File: src/rtl/acc8_pkg.sv
package acc8_pkg;

  // Sequencer states
  typedef enum logic [3:0] {
    S_F0, S_F1, S_MRD, S_MWR, S_PUSH, S_PULL,
    S_CALLH, S_CALLL, S_RETL, S_RETH
  } state_t;

  typedef enum logic [3:0] {
    K_NOP, K_LDA, K_STA, K_LDX, K_STX, K_ALU, K_JMP, K_CALL,
    K_BR, K_PHA, K_PLA, K_PHX, K_PLX, K_INX, K_DEX, K_RET
  } kind_t;

  typedef enum logic [1:0] {AM_IMM, AM_ABS, AM_IDX} amode_t;
  typedef enum logic [1:0] {AL_ADD, AL_SUB, AL_CMP, AL_NOR} aluop_t;
  typedef enum logic [1:0] {BR_CS, BR_ZS, BR_CC, BR_ZC} brc_t;

  typedef struct packed {
    kind_t  kind;
    amode_t mode;
    aluop_t alu;
    brc_t   br;
    logic   wide;   // instruction carries a second byte
  } dec_t;

  localparam int OPC_W = 6;

endpackage

File: src/rtl/acc8_decode.sv
module acc8_decode
  import acc8_pkg::*;
#(
  parameter int OP_W = OPC_W
) (
  input  logic [OP_W-1:0] op,
  output dec_t            d
);

  always_comb begin
    d = '{kind: K_NOP, mode: AM_IMM, alu: AL_ADD, br: BR_CS, wide: 1'b0};
    case (op)
      6'h01: d.kind = K_PHA;
      6'h02: d.kind = K_PLA;
      6'h03: d.kind = K_PHX;
      6'h04: d.kind = K_PLX;
      6'h05: d.kind = K_INX;
      6'h06: d.kind = K_DEX;
      6'h07: d.kind = K_RET;
      6'h20: begin d.kind = K_LDA; d.wide = 1'b1; end
      6'h21: begin d.kind = K_LDA; d.mode = AM_ABS; d.wide = 1'b1; end
      6'h22: begin d.kind = K_LDA; d.mode = AM_IDX; d.wide = 1'b1; end
      6'h23: begin d.kind = K_STA; d.mode = AM_ABS; d.wide = 1'b1; end
      6'h24: begin d.kind = K_STA; d.mode = AM_IDX; d.wide = 1'b1; end
      6'h25: begin d.kind = K_LDX; d.wide = 1'b1; end
      6'h26: begin d.kind = K_LDX; d.mode = AM_ABS; d.wide = 1'b1; end
      6'h27: begin d.kind = K_STX; d.mode = AM_ABS; d.wide = 1'b1; end
      6'h28: begin d.kind = K_ALU; d.alu = AL_ADD; d.wide = 1'b1; end
      6'h29: begin d.kind = K_ALU; d.alu = AL_ADD; d.mode = AM_ABS; d.wide = 1'b1; end
      6'h2A: begin d.kind = K_ALU; d.alu = AL_ADD; d.mode = AM_IDX; d.wide = 1'b1; end
      6'h2B: begin d.kind = K_ALU; d.alu = AL_SUB; d.wide = 1'b1; end
      6'h2C: begin d.kind = K_ALU; d.alu = AL_SUB; d.mode = AM_ABS; d.wide = 1'b1; end
      6'h2D: begin d.kind = K_ALU; d.alu = AL_SUB; d.mode = AM_IDX; d.wide = 1'b1; end
      6'h2E: begin d.kind = K_ALU; d.alu = AL_CMP; d.wide = 1'b1; end
      6'h2F: begin d.kind = K_ALU; d.alu = AL_CMP; d.mode = AM_ABS; d.wide = 1'b1; end
      6'h30: begin d.kind = K_ALU; d.alu = AL_NOR; d.wide = 1'b1; end
      6'h31: begin d.kind = K_ALU; d.alu = AL_NOR; d.mode = AM_ABS; d.wide = 1'b1; end
      6'h32: begin d.kind = K_JMP;  d.wide = 1'b1; end
      6'h33: begin d.kind = K_CALL; d.wide = 1'b1; end
      6'h34: begin d.kind = K_BR; d.br = BR_CS; d.wide = 1'b1; end
      6'h35: begin d.kind = K_BR; d.br = BR_ZS; d.wide = 1'b1; end
      6'h36: begin d.kind = K_BR; d.br = BR_CC; d.wide = 1'b1; end
      6'h37: begin d.kind = K_BR; d.br = BR_ZC; d.wide = 1'b1; end
      default: ;  // unlisted opcodes fall through as a one-byte no-op
    endcase
  end

endmodule

File: src/rtl/acc8_alu.sv
module acc8_alu
  import acc8_pkg::*;
#(
  parameter int DATA_W = 8
) (
  input  logic [DATA_W-1:0] a,
  input  logic [DATA_W-1:0] b,
  input  aluop_t            op,
  output logic [DATA_W-1:0] res,
  output logic              carry,
  output logic              carry_we,
  output logic              a_we
);

  logic [DATA_W:0] sum, dif;

  assign sum = {1'b0, a} + {1'b0, b};
  assign dif = {1'b0, a} - {1'b0, b};

  always_comb begin
    res      = sum[DATA_W-1:0];
    carry    = sum[DATA_W];
    carry_we = 1'b1;
    a_we     = 1'b1;
    case (op)
      AL_ADD: ;
      AL_SUB: begin res = dif[DATA_W-1:0]; carry = ~dif[DATA_W]; end
      AL_CMP: begin res = dif[DATA_W-1:0]; carry = ~dif[DATA_W]; a_we = 1'b0; end
      AL_NOR: begin res = ~(a | b); carry = 1'b0; carry_we = 1'b0; end
      default: ;
    endcase
  end

endmodule

File: src/rtl/acc8_core.sv
module acc8_core
  import acc8_pkg::*;
#(
  parameter int ADDR_W = 10,
  parameter int DATA_W = 8,
  parameter int SP_W   = 6
) (
  input  logic              clk,
  input  logic              rst_n,
  output logic [ADDR_W-1:0] mem_addr,
  input  logic [DATA_W-1:0] mem_rdata,
  output logic [DATA_W-1:0] mem_wdata,
  output logic              mem_rd,
  output logic              mem_wr
);

  localparam int OP_W    = 2*DATA_W - ADDR_W;
  localparam int HI_W    = ADDR_W - DATA_W;
  localparam int STK_PAD = ADDR_W - SP_W;

  state_t            st;
  logic [ADDR_W-1:0] pc, ea;
  logic [DATA_W-1:0] ir, a, x;
  logic [SP_W-1:0]   sp;
  logic              cf, zf;

  logic [DATA_W-1:0] cur;
  dec_t              d;
  logic [ADDR_W-1:0] fld, fld_x, stk_push, stk_pull;
  logic [SP_W-1:0]   sp_up, sp_dn;
  logic [DATA_W-1:0] x_inc, x_dec, alu_res;
  logic              alu_c, alu_cwe, alu_awe, take;

  // In the first fetch cycle the opcode is decoded straight off the bus
  assign cur = (st == S_F0) ? mem_rdata : ir;

  acc8_decode #(.OP_W(OP_W)) u_dec (
    .op (cur[DATA_W-1 -: OP_W]),
    .d  (d)
  );

  acc8_alu #(.DATA_W(DATA_W)) u_alu (
    .a        (a),
    .b        (mem_rdata),
    .op       (d.alu),
    .res      (alu_res),
    .carry    (alu_c),
    .carry_we (alu_cwe),
    .a_we     (alu_awe)
  );

  assign fld      = {ir[HI_W-1:0], mem_rdata};
  assign fld_x    = fld + {{HI_W{1'b0}}, x};
  assign sp_up    = sp + 1'b1;
  assign sp_dn    = sp - 1'b1;
  assign stk_push = {{STK_PAD{1'b1}}, sp};
  assign stk_pull = {{STK_PAD{1'b1}}, sp_up};
  assign x_inc    = x + 1'b1;
  assign x_dec    = x - 1'b1;

  always_comb begin
    case (d.br)
      BR_CS:   take = cf;
      BR_ZS:   take = zf;
      BR_CC:   take = ~cf;
      default: take = ~zf;
    endcase
  end

  // Bus drive: exactly one access per state
  always_comb begin
    mem_addr  = pc;
    mem_wdata = a;
    mem_rd    = 1'b0;
    mem_wr    = 1'b0;
    case (st)
      S_F0, S_F1: mem_rd = 1'b1;
      S_MRD: begin mem_rd = 1'b1; mem_addr = ea; end
      S_MWR: begin
        mem_wr    = 1'b1;
        mem_addr  = ea;
        mem_wdata = (d.kind == K_STX) ? x : a;
      end
      S_PUSH: begin
        mem_wr    = 1'b1;
        mem_addr  = stk_push;
        mem_wdata = (d.kind == K_PHX) ? x : a;
      end
      S_PULL, S_RETL, S_RETH: begin mem_rd = 1'b1; mem_addr = stk_pull; end
      S_CALLH: begin
        mem_wr    = 1'b1;
        mem_addr  = stk_push;
        mem_wdata = {{(DATA_W-HI_W){1'b0}}, pc[ADDR_W-1:DATA_W]};
      end
      S_CALLL: begin
        mem_wr    = 1'b1;
        mem_addr  = stk_push;
        mem_wdata = pc[DATA_W-1:0];
      end
      default: mem_rd = 1'b1;
    endcase
  end

  always_ff @(posedge clk or negedge rst_n) begin
    if (!rst_n) begin
      st <= S_F0;
      pc <= '0;
      ea <= '0;
      ir <= '0;
      a  <= '0;
      x  <= '0;
      sp <= '1;
      cf <= 1'b0;
      zf <= 1'b0;
    end else begin
      case (st)
        S_F0: begin
          ir <= mem_rdata;
          pc <= pc + 1'b1;
          st <= S_F0;
          if (d.wide) st <= S_F1;
          case (d.kind)
            K_INX: begin x <= x_inc; zf <= (x_inc == '0); end
            K_DEX: begin x <= x_dec; zf <= (x_dec == '0); end
            K_PHA, K_PHX: st <= S_PUSH;
            K_PLA, K_PLX: st <= S_PULL;
            K_RET:        st <= S_RETL;
            default: ;
          endcase
        end
        S_F1: begin
          pc <= pc + 1'b1;
          ea <= (d.mode == AM_IDX) ? fld_x : fld;
          st <= S_F0;
          case (d.kind)
            K_LDA: if (d.mode == AM_IMM) a <= mem_rdata; else st <= S_MRD;
            K_LDX: if (d.mode == AM_IMM) x <= mem_rdata; else st <= S_MRD;
            K_STA, K_STX: st <= S_MWR;
            K_ALU: begin
              if (d.mode == AM_IMM) begin
                if (alu_awe) a <= alu_res;
                if (alu_cwe) cf <= alu_c;
                zf <= (alu_res == '0);
              end else begin
                st <= S_MRD;
              end
            end
            K_JMP:  pc <= fld;
            K_CALL: st <= S_CALLH;
            K_BR:   if (take) pc <= fld;
            default: ;
          endcase
        end
        S_MRD: begin
          st <= S_F0;
          case (d.kind)
            K_LDA: a <= mem_rdata;
            K_LDX: x <= mem_rdata;
            K_ALU: begin
              if (alu_awe) a <= alu_res;
              if (alu_cwe) cf <= alu_c;
              zf <= (alu_res == '0);
            end
            default: ;
          endcase
        end
        S_MWR: st <= S_F0;
        S_PUSH: begin sp <= sp_dn; st <= S_F0; end
        S_PULL: begin
          sp <= sp_up;
          if (d.kind == K_PLX) x <= mem_rdata; else a <= mem_rdata;
          st <= S_F0;
        end
        S_CALLH: begin sp <= sp_dn; st <= S_CALLL; end
        S_CALLL: begin sp <= sp_dn; pc <= ea; st <= S_F0; end
        S_RETL: begin
          sp <= sp_up;
          ea[DATA_W-1:0] <= mem_rdata;
          st <= S_RETH;
        end
        S_RETH: begin
          sp <= sp_up;
          pc <= {mem_rdata[HI_W-1:0], ea[DATA_W-1:0]};
          st <= S_F0;
        end
        default: st <= S_F0;
      endcase
    end
  end

endmodule

File: config.mk
export PLATFORM = sky130hd
export DESIGN_NAME = acc8_core
export DESIGN_NICKNAME = d
export VERILOG_FILES = /design/src/rtl/acc8_pkg.sv /design/src/rtl/acc8_decode.sv /design/src/rtl/acc8_alu.sv /design/src/rtl/acc8_core.sv
export SDC_FILE = /design/constraint.sdc
export NUM_CORES = 1
export LEC_CHECK = 0
export ABC_AREA = 0
export BUFFER_PORTS_ARGS = -buffer_cell sky130_fd_sc_hd__buf_4
export CORE_AREA = 10 10 92 126
export CTS_CLUSTER_DIAMETER = 120
export DETAILED_ROUTE_END_ITERATION = 10
export DIE_AREA = 0 0 102 136
export GPL_TIMING_DRIVEN = 0
export PLACE_DENSITY = 0.85
export SYNTH_ARGS = -nofsm -noshare
export SYNTH_HDL_FRONTEND = slang
export SYNTH_SLANG_ARGS = --single-unit
File: constraint.sdc
create_clock -name clk -period 7.4 [get_ports clk]
set_clock_uncertainty 0.15 [all_clocks]
set_input_delay 0.74 -clock clk [delete_from_list [all_inputs] [get_ports clk]]
set_output_delay 0.74 -clock clk [all_outputs]
set_load 0.005 [all_outputs]
==> results_dict.tcl, run 1 <==
set metrics [dict create \
    vdd_drop_max_v 0.000257 \
    post_cts_buffers 0 \
    track_usage 0.311 \
    drv_cap 0 \
    routed-via-count 6801 \
    synth-main-ff-cell "dfrtp_1" \
    final-max-slew-violation-count 0 \
    start_util 0.659 \
    final_cell_area_sq_mm 0.00667 \
    final_cells 957 \
    viasPerCell 7.11 \
    arrival_ns 3.93 \
    die_w_um 102 \
    syn_inst 810 \
    cp-end-kind "output pin" \
    syn-cell-area_sq_mm 0.00617 \
    pin_count 30 \
    routed_wl_um 21600 \
    rsz0062_at_grt "false" \
    crit_type "register to output pin" \
    dp.cells 949 \
    place_area_sq_mm 0.00652 \
    hold_violations 0 \
    required_ns 6.51 \
    clkLatencyLatePin_ns 0.31 \
    final_util 0.713 \
    grt_overflow 0 \
    startpoint_type "register" \
    hold_path.class "input pin to async pin" \
    grt_max_degree 57 \
    multiInputGateArea_sq_mm 0.00435 \
    tns_ns 0 \
    drc_errors 0 \
    h-tree-depth 2 \
    wire_per_inst_um 22.6 \
    hpwl_um 16400 \
    worst_slew_pin_slew_ns 0.915 \
    layout-drive-gt1-share 0.0897 \
    power.leakage_nw 2.84 \
    fin_ws_ns 2.58 \
    synthDistinctLibCells 73 \
    grt_first_pass_wirelength_um 34300 \
    whs_ns 0.349 \
    period_share 0.651 \
    yosysSeqAreaShare 0.228 \
    worstPathMaxFanout 10 \
    grt_pass1_vias 6502 \
    ys_ff_latch 56 \
    root_buffer "clkbuf_16" \
    dieArea_sq_mm 0.0139 \
    regArea_sq_mm 0.00141 \
    port_buffers 29 \
    synthArstFlopShare 1.00 \
    cts_tree "done" \
    num_rows 42 \
    avgSynthCellArea_sq_um 7.61 \
    power_mw 3.27 \
    place.gp.congestion 1.09 \
    clk_pin_slew_ns 0.08 \
    outcome "finished, final reports clean" \
    dpl_worst_slack_ns 2.64 \
    syn_nets 864 \
    synth_edf_count 0 \
    cts_buffers 5 \
    slew_headroom 0.385 \
    cts-hold-fix-buffers 0 \
    antenna_cells 0 \
    final_nets 900 \
    clock.fmax_ghz 0.208 \
    p_per_area_mw_per_mm2 490 \
    num-fill-cells 778 \
    core_area_sq_mm 0.00935 \
    ctsResizeCount 0 \
    die_h_um 136 \
    antenna_found_initial 0 \
    syn_to_final_growth_pct 8.24 \
    ys_warn_count 0 \
    min_period_ns 4.82 \
    ant_nets 0 \
    clock_path_buffers 2 \
    setup_violations 0 \
    drtIter0Drc 752 \
    cts_sinks 56 \
    first_pass_iters 6 \
]
## cells by family (layout without fill, tap and decap cells)
kind of cell / Yosys count / count (layout) / share of synthesized area
buffers and inverters: 102 / 139 / 0.0655
and+or+nand+nor: 270 / 270 / 0.220
muxes: 37 / 37 / 0.0621
AOI/OAI and AO/OA: 267 / 267 / 0.283
DFF: 56 / 56 / 0.228
xor gates and xnor gates: 33 / 33 / 0.0469
adders and majority gates: 45 / 45 / 0.0946
## layout make-up
type / count / share of cell area
Inverter: 43 / 0.0242
Clock buffer: 5 / 0.0187
Clock inverter: 3 / 0.00412
Tap cell: 110 / 0.0206
Buffer: 59 / 0.0364
Multi-Input combinational cell: 652 / 0.652
Sequential cell: 56 / 0.211
Timing Repair Buffer: 29 / 0.0326
## registers in the layout, summed over array words and instances (netlist names)
register  cells
sp            6
zf            1
x             8
cf            1
st            4
ea           10
pc           10
a             8
ir            8
## layer usage
metal,global-route usage,share of wire,vias up
li1,-,-,3023
met5,0,0,-
met2,0.507,0.46,469
met1,0.354,0.37,3175
met4,0.216,0.076,0
met3,0.0620,0.093,134
## cell usage after synthesis (8+ instances only)
library cell,instances,area share
a221o_1,13,0.021
nor3_1,25,0.020
o21ai_0,63,0.051
nand2_1,72,0.044
o22a_1,10,0.014
mux2i_1,27,0.044
a221oi_1,10,0.014
a21oi_1,77,0.063
nor2_1,70,0.043
xnor2_1,17,0.024
buf_1,8,0.0049
nand3_1,21,0.017
a211oi_1,11,0.013
nand2b_1,19,0.019
inv_1,41,0.025
mux2_2,10,0.018
o211ai_1,9,0.011
a21o_1,10,0.012
nor2b_1,14,0.014
clkbuf_1,44,0.027
ha_1,41,0.083
dfrtp_1,50,0.20
xor2_1,16,0.023
## cell usage in the layout, fill, tap and decap left out, types with 6 or more instances in the layout
master     n
nand3_1   21
a211oi_1  11
nor2b_1   14
dfrtp_1   50
dfstp_2    6
nor3_1    25
o211ai_1   9
a21o_1    10
inv_1     41
mux2_2    10
nand4_1    6
xor2_1    16
o21ai_0   63
xnor2_1   17
nand2_1   72
buf_4     29
a221o_1   13
nand2b_1  19
a22oi_1    7
nor2_1    70
and3_1     6
mux2i_1   27
o22a_1    10
a21oi_1   77
a31oi_1    7
clkbuf_1  44
buf_1      8
or3_1      7
a221oi_1  10
o31ai_1    6
ha_1      41
## critical path: stages (launching register included)
cell and delay [ns]:
dfrtp_1 0.37, clkbuf_1 0.23, nor4_4 0.55, buf_2 0.36, buf_2 0.29, nand3_1 0.14
a21oi_1 0.59, buf_2 0.33, nor2_1 0.06, a21oi_1 0.13, o21ai_0 0.11, a221o_1 0.31
buf_4 0.15
## final timing paths
path                       slack (ns)      endpoint  start  cells past startpoint
max                              2.58  mem_wdata[3]  st[0]                     12
min                              0.35         ir[7]  rst_n                      1
max reg2reg                      2.71          a[6]  st[0]                     15
min reg2reg                      0.37         ea[9]  ea[9]                      2
max in group asynchronous        6.24         ea[3]  rst_n                      1
min in group clk                 0.37         ea[9]  ea[9]                      2
## power by group
group / total (mW) / switching, mW / internal (mW)
sequential: 0.690 / 0.216 / 0.474
combinational: 2.32 / 1.40 / 0.927
clock: 0.256 / 0.127 / 0.129
(Power assumes the default switching activity.)
==> run 2: changes to the inputs <==
- CORE_AREA: 10 10 92 126 -> 10 10 94 130
- DIE_AREA: 0 0 102 136 -> 0 0 104 140
- PLACE_DENSITY: 0.85 -> 0.81
- clock period: 7.4 -> 4.9 ns (I/O delays scaled with it)
==> run 2 against run 1 <==
Against the previous run:
- clock power is 50% higher
- largest power group unchanged
- non-clock buffer count stayed put
- setup slack worse by 2.3 ns
- critical endpoint is now mem_wdata[5]
- sequential power is 49% higher
==> results_dict.tcl, run 2 (synthesis results as in run 1) <==
set metrics [dict create \
    cts_tree "done" \
    final-max-slew-violation-count 0 \
    final_cell_mix "a21oi_1 (77), nand2_1 (72), nor2_1 (70)" \
    power.leakage_nw 2.84 \
    rsz0062_at_grt "false" \
    cp-end-kind "output pin" \
    p_seq_frac 0.210 \
    track_usage 0.284 \
    place.gp.congestion 0.998 \
    rr_startpoint "st[3]" \
    hold_path.class "input pin to async pin" \
    die_h_um 140 \
    layout-drive-gt1-share 0.0909 \
    syn_to_final_growth_pct 8.73 \
    cp_cell_sequence "buf_6, nor4_4, buf_2, buf_2, nand3_1, a21oi_1, buf_2, nor2_1, a21oi_1, o21ai_0, a221o_1, buf_4" \
    crit_type "register to output pin" \
    core_area_sq_mm 0.00979 \
    p_per_area_mw_per_mm2 733 \
    p_int_mw 2.31 \
    final_nets 900 \
    post_cts_buffers 0 \
    worst_slew_pin_slew_ns 0.821 \
    setup_violations 0 \
    start_util 0.630 \
    grtUsageMet3 0.0491 \
    min_period_ns 4.61 \
    layout_commonest_cell "a21oi_1" \
    cpMostUsedCell "buf_2" \
    outcome "finished, final reports clean" \
    dpl_worst_slack_ns 0.352 \
    required_ns 4.26 \
    slowest_stage "nor4_4" \
    num-fill-cells 848 \
    hold_violations 0 \
    worstPathMaxFanout 10 \
    power_mw 4.91 \
    routed-via-count 6708 \
    first_pass_iters 6 \
    grt_pass1_vias 6389 \
    combPwrFrac 0.712 \
    cts_buffers 5 \
    clock_path_buffers 2 \
    use_met1 0.341 \
    drtIter0Drc 720 \
    cp_slowest_stage_delay_ns 0.64 \
    startpoint_type "register" \
    num_rows 43 \
    slew_headroom 0.449 \
    regArea_sq_mm 0.00141 \
    port_buffers 29 \
    grt_overflow 0 \
    clk_pin_slew_ns 0.08 \
    routed_wl_um 21600 \
    clkLatencyLatePin_ns 0.31 \
    p_sw_mw 2.61 \
    rr_worst_depth 14 \
    vdd_drop_max_v 0.000357 \
    root_buffer "clkbuf_16" \
    crit_buf_inv 5 \
    fin_ws_ns 0.290 \
    pwr-share-clk 0.078 \
    antenna_cells 0 \
    top_usage_layer "met2" \
    ant_nets 0 \
    h-tree-depth 2 \
    power.share.switching 0.530 \
    arrival_ns 3.97 \
    wire_per_inst_um 21.9 \
    grt_first_pass_wirelength_um 33800 \
    cts_sinks 56 \
    reg2reg_to "a[6]" \
    drc_errors 0 \
    period_share 0.941 \
    rrSetupSlack_ns 0.35 \
    pin_count 30 \
    drv_cap 0 \
    reg_top3 "ea x10, pc x10" \
    use_met2 0.466 \
    die_w_um 104 \
    clock.fmax_ghz 0.217 \
    multiInputGateArea_sq_mm 0.00436 \
    viasPerCell 6.83 \
    hpwl_um 16200 \
    antenna_found_initial 0 \
    grt_max_degree 57 \
    dieArea_sq_mm 0.0146 \
    tns_ns 0 \
    critPathTopFamily "buffers and inverters" \
]
run 2: cell types whose count changed in the layout (fill, tap and decap cells not counted), sizes merged:
| cell | before | now |
|---|---|---|
| clkinvlp | 1 | 0 |
| clkinv | 2 | 3 |
run 2: through the flow:
step                 util  hold WS, ns  cell area (sq um)  instances
CTS                 0.684        0.133               6700        982
global placement    0.669        0.342               6550        974
global route        0.685        0.145               6700        982
detailed placement  0.669        0.361               6550        974
floorplan               -       0.0444               6170        810
finish              0.685        0.100               6700        982
run 2: worst max-delay path by stage:
stage                      start           end  cells after the start
floorplan                  st[3]            zf                     14
global placement    mem_rdata[3]          a[5]                     15
detailed placement  mem_rdata[3]          a[5]                     15
CTS                        st[3]          a[5]                     15
global route               st[0]            zf                     15
finish                     st[3]  mem_wdata[5]                     12
run 2: power by group through the flow:
stage / registers (mW) / logic (mW) / clock network [mW]
floorplan: 0.905 / 2.49 / 0
global placement: 1.01 / 3.28 / 0
detailed placement: 1.02 / 3.38 / 0
CTS: 1.01 / 3.40 / 0.382
global route: 1.05 / 3.81 / 0.407
finish: 1.03 / 3.50 / 0.385
run 2: worst register-to-register path, delay by kind of cell (launching register included):
family | cells | cell delay, ns
AO/OA/AOI/OAI | 3 | 0.57
adder cells (fa/ha/maj) | 1 | 0.15
buffers and inverters | 5 | 1.37
flip-flops | 1 | 0.38
multiplexers | 2 | 0.74
AND/OR/NAND/NOR | 3 | 1.06
run 2: final cells by class:
| class | instances | area share |
|---|---|---|
| multi-input combinational | 652 | 0.650 |
| sequential | 56 | 0.210 |
| clock inverter | 3 | 0.00336 |
| tap | 135 | 0.0252 |
| inverter | 43 | 0.0241 |
| clock buffer | 5 | 0.0187 |
| timing repair buffer | 29 | 0.0325 |
| buffer | 59 | 0.0362 |
run 2: layer usage:
layer  routed length (um)  vias up
li1                     -     3014
met1                 8190     3099
met2                 9970      495
met3                 2110      100
met4                 1280        0
met5                    0        -
run 2: timing repair:
item / 4_1_cts / 5_1_grt
hold buffers: 0 / 0
endpoints found under the setup margin: 0 / 3
gates resized for setup: 0 / 1
